**config.mk**
```make
export PLATFORM = sky130hd
export DESIGN_NAME = bitslice_alu
export DESIGN_NICKNAME = d
export VERILOG_FILES = /design/src/rtl/bitslice_alu_pkg.sv /design/src/rtl/alu_operand_gate.sv /design/src/rtl/alu_full_adder.sv /design/src/rtl/alu_bit_slice.sv /design/src/rtl/bitslice_alu.sv
export SDC_FILE = /design/constraint.sdc
export NUM_CORES = 1
export LEC_CHECK = 0
export ABC_AREA = 1
export BUFFER_PORTS_ARGS = -buffer_cell sky130_fd_sc_hd__buf_2
export CORE_MARGIN = 5
export CORE_UTILIZATION = 59
export DETAILED_ROUTE_END_ITERATION = 6
export GPL_TIMING_DRIVEN = 1
export MAX_ROUTING_LAYER = met4
export PLACE_DENSITY_LB_ADDON = 0.08
export SYNTH_ARGS = -nofsm -noshare
export SYNTH_HDL_FRONTEND = slang
export SYNTH_SLANG_ARGS = --single-unit
```
**constraint.sdc**
```tcl
create_clock -name vclk -period 10.4
set_input_delay 0 -clock vclk [all_inputs]
set_output_delay 0 -clock vclk [all_outputs]
set_load 0.01 [all_outputs]
```
**src/rtl/bitslice_alu_pkg.sv**
```systemverilog
// Package: shared types for the bit-slice ALU.
// Assumes: function code is two bits, encoding fixed by the requirements.
package bitslice_alu_pkg;

    // Function selected in every slice.
    typedef enum logic [1:0] {
        FN_AND  = 2'b00,
        FN_OR   = 2'b01,
        FN_NOTB = 2'b10,
        FN_ADD  = 2'b11
    } alu_fn_e;

    localparam int FN_W = 2;

endpackage

```
**src/rtl/alu_operand_gate.sv**
```systemverilog
// Module: alu_operand_gate
// Gates both operand bits with their enables and optionally inverts the
// gated A bit. Assumes inversion is applied strictly after gating.
module alu_operand_gate (
    input  logic a_in,
    input  logic b_in,
    input  logic en_a,
    input  logic en_b,
    input  logic inv_a,
    output logic a_eff,
    output logic b_eff
);

    logic a_gated;

    // Force disabled operands to zero, then apply the A inversion.
    always_comb begin
        a_gated = a_in & en_a;
        a_eff   = a_gated ^ inv_a;
        b_eff   = b_in & en_b;
    end

endmodule

```
**src/rtl/alu_full_adder.sv**
```systemverilog
// Module: alu_full_adder
// One-bit full adder. Assumes inputs are already gated and inverted.
module alu_full_adder (
    input  logic x,
    input  logic y,
    input  logic cin,
    output logic sum,
    output logic cout
);

    logic half;

    // Sum and majority carry.
    always_comb begin
        half = x ^ y;
        sum  = half ^ cin;
        cout = (x & y) | (half & cin);
    end

endmodule

```
**src/rtl/alu_bit_slice.sv**
```systemverilog
// Module: alu_bit_slice
// One bit of the ALU: operand gating, logic section and adder, with a
// function select choosing the bit result. Assumes the logic functions
// never propagate a carry, so their carry out is 0.
module alu_bit_slice
    import bitslice_alu_pkg::*;
(
    input  logic    a_in,
    input  logic    b_in,
    input  logic    en_a,
    input  logic    en_b,
    input  logic    inv_a,
    input  alu_fn_e fn,
    input  logic    cin,
    output logic    y,
    output logic    cout
);

    logic a_eff;
    logic b_eff;
    logic add_sum;
    logic add_cout;

    alu_operand_gate gate_i (
        .a_in  (a_in),
        .b_in  (b_in),
        .en_a  (en_a),
        .en_b  (en_b),
        .inv_a (inv_a),
        .a_eff (a_eff),
        .b_eff (b_eff)
    );

    alu_full_adder fa_i (
        .x    (a_eff),
        .y    (b_eff),
        .cin  (cin),
        .sum  (add_sum),
        .cout (add_cout)
    );

    // Choose the bit result and the carry passed upward.
    always_comb begin
        cout = 1'b0;
        unique case (fn)
            FN_AND:  y = a_eff & b_eff;
            FN_OR:   y = a_eff | b_eff;
            FN_NOTB: y = ~b_eff;
            FN_ADD: begin
                y    = add_sum;
                cout = add_cout;
            end
            default: y = 1'b0;
        endcase
    end

endmodule

```
**src/rtl/bitslice_alu.sv**
```systemverilog
// Module: bitslice_alu (top)
// WIDTH identical slices chained by a ripple carry; inc feeds bit 0 and the
// top slice's carry is the carry output. Purely combinational, no reset.
module bitslice_alu
    import bitslice_alu_pkg::*;
#(
    parameter int WIDTH = 8
) (
    input  logic [WIDTH-1:0] opnd_a,
    input  logic [WIDTH-1:0] opnd_b,
    input  logic             en_a,
    input  logic             en_b,
    input  logic             inv_a,
    input  logic             inc,
    input  logic [FN_W-1:0]  func,
    output logic [WIDTH-1:0] result,
    output logic             carry_out
);

    localparam int CHAIN_W = WIDTH + 1;

    logic [CHAIN_W-1:0] carry;
    alu_fn_e            fn_sel;

    // Decode the function code and seed the carry chain.
    always_comb begin
        fn_sel   = alu_fn_e'(func);
        carry[0] = inc;
    end

    genvar gi;
    generate
        for (gi = 0; gi < WIDTH; gi++) begin : g_slice
            alu_bit_slice slice_i (
                .a_in  (opnd_a[gi]),
                .b_in  (opnd_b[gi]),
                .en_a  (en_a),
                .en_b  (en_b),
                .inv_a (inv_a),
                .fn    (fn_sel),
                .cin   (carry[gi]),
                .y     (result[gi]),
                .cout  (carry[gi+1])
            );
        end
    endgenerate

    // Final carry comes from the top slice.
    always_comb carry_out = carry[WIDTH];

endmodule

```
==> results_dict.tcl <==
set metrics [dict create \
    die_area_um2 2550 \
    nClkBuffers 0 \
    status "finished, final reports clean" \
    ys_types 15 \
    hp-class "in2out" \
    finalSetupTns_ns 0 \
    cp.arrival_ns 4.18 \
    drive_gt1_share_pct 21.5 \
    dieHeight_um 50.5 \
    power_leakage_nw 0.631 \
    chipWidth_um 50.5 \
    vias_per_cell 4.93 \
    seq_cell_count 0 \
    finalCritPeriodShare_pct 40.2 \
    power_density_nw_per_um2 41.3 \
    cts_resized 0 \
    rows 14 \
    max_cap_viol_count 0 \
    synth-seq-area-share_pct 0 \
    hpwl_um 1660 \
    max_slew_margin_pct 73.6 \
    tightest_slew_ns 0.396 \
    grt_overflow 0 \
    syn-cell-area_um2 967 \
    drt_wl_total_um 2060 \
    drc_errors 0 \
    whs_path_depth 5 \
    max_freq_ghz 0.239 \
    synth_area_leaders "ha_1 21%, fa_1 17%, inv_1 12%" \
    power_mw 0.0428 \
    drt-pass1-iter-count 4 \
    port_buffers 31 \
    slew_violations 0 \
    worst_hold_slack_ns 0.421 \
    end_kind "output port" \
    synth_top_area_cell "ha_1" \
    ir_drop_uv 21.3 \
    drt_iter0_drc 7 \
    post_cts_buffers 0 \
    synth_nets 192 \
    postLayoutCoreUtil_pct 67.9 \
    grt_first_pass_wirelength_um 3410 \
    final_antenna_net_count 0 \
    ios 31 \
    initial_core_util_pct 63.5 \
    worstPathRequired_ns 10.40 \
    grt_pass1_vias 783 \
    cts_hold_buf 0 \
    synth_cells 146 \
    worstSetupPathType "in2out" \
    grt_max_degree 21 \
    regArea_um2 0 \
    hold_viol_final 0 \
    pre_cts_slack_ns 6.26 \
    core_um2 1520 \
    setup_viol 0 \
    antenna-diode-count 0 \
    nets 211 \
    crit_path_max_fanout 8 \
    worstHoldEndpoint "result[2]" \
    hp-start "opnd_b[2]" \
    avgSynthCellArea_um2 6.62 \
    min_period_ns 4.18 \
    gp_congestion 0.792 \
    fin_ws_ns 6.22 \
    areaGrowthSynthToFinish_pct 6.99 \
    rsz0062_at_grt "false" \
    start_kind "input port" \
    grt_usage_pct 16.5 \
    synth_top_cell_area_share_pct 20.7 \
    grt_antenna_before_repair 0 \
    mostFrequentLayoutCells "32 x nand2_1, 32 x inv_1, 31 x buf_2" \
    vias 883 \
    wl_per_cell_um 11.5 \
    yosysWarningCount 0 \
]
==> cell usage after synthesis <==
cell,number
inv_1,32
nand2_1,32
nand3_1,17
ha_1,16
buf_4,10
fa_1,8
nand4_1,8
xor2_1,8
nor2_1,7
buf_2,2
buf_6,2
inv_2,1
nand2_2,1
nor2_2,1
nor2_4,1
==> cell families after synthesis <==
family                   after synthesis  synth area share (%)
adder cells (fa/ha/maj)               24                  37.3
buffers and inverters                 47                  23.9
XOR/XNOR                               8                  7.24
AND/OR/NAND/NOR                       67                  31.6
==> metal layers <==
metal  global-route usage (%)  routed length, um
met4                        0                  0
met1                     22.1                917
met2                     29.1               1010
met3                    0.592                138
met5                        -                  0
==> final cells by class <==
| cell class | instances | area [um2] |
|---|---|---|
| Multi-Input combinational cell | 99 | 736 |
| Fill cell | 147 | 489 |
| Timing Repair Buffer | 31 | 155 |
| Inverter | 33 | 124 |
| Tap cell | 16 | 20.0 |
==> how the worst max path moves through the flow <==
stage / end / cells past startpoint / startpoint / slack [ns]
floorplan: result[7] / 25 / en_a / 6.56
global placement: result[7] / 24 / inv_a / 6.32
detailed placement: result[7] / 24 / inv_a / 6.26
CTS: result[7] / 24 / inv_a / 6.24
global route: result[7] / 24 / inv_a / 5.99
finish: result[7] / 24 / inv_a / 6.22
==> through the flow <==
step / instances / instance area (um2)
detailed placement: 179 / 1030
floorplan: 146 / 967
global placement: 179 / 1030
CTS: 179 / 1030
global route: 179 / 1030
finish: 179 / 1030
==> critical path: stages <==
cell,delay [ns]
buf_2,0.23
xor2_1,0.32
fa_1,0.23
nor2_1,0.05
fa_1,0.35
inv_1,0.06
nor2_1,0.04
fa_1,0.36
inv_1,0.06
nor2_1,0.05
fa_1,0.35
inv_1,0.06
nor2_1,0.05
fa_1,0.37
inv_1,0.06
nor2_1,0.05
fa_1,0.36
nand3_1,0.10
fa_1,0.17
nor2_1,0.05
fa_1,0.48
nand3_1,0.08
nand4_1,0.10
buf_2,0.13
==> power breakdown <==
group          internal (mW)  switching [mW]  total, mW
registers                  0               0          0
clock network              0               0          0
logic                 0.0166          0.0261     0.0428
total                 0.0166          0.0261     0.0428
No activity file was read; power rests on OpenSTA's default activity.
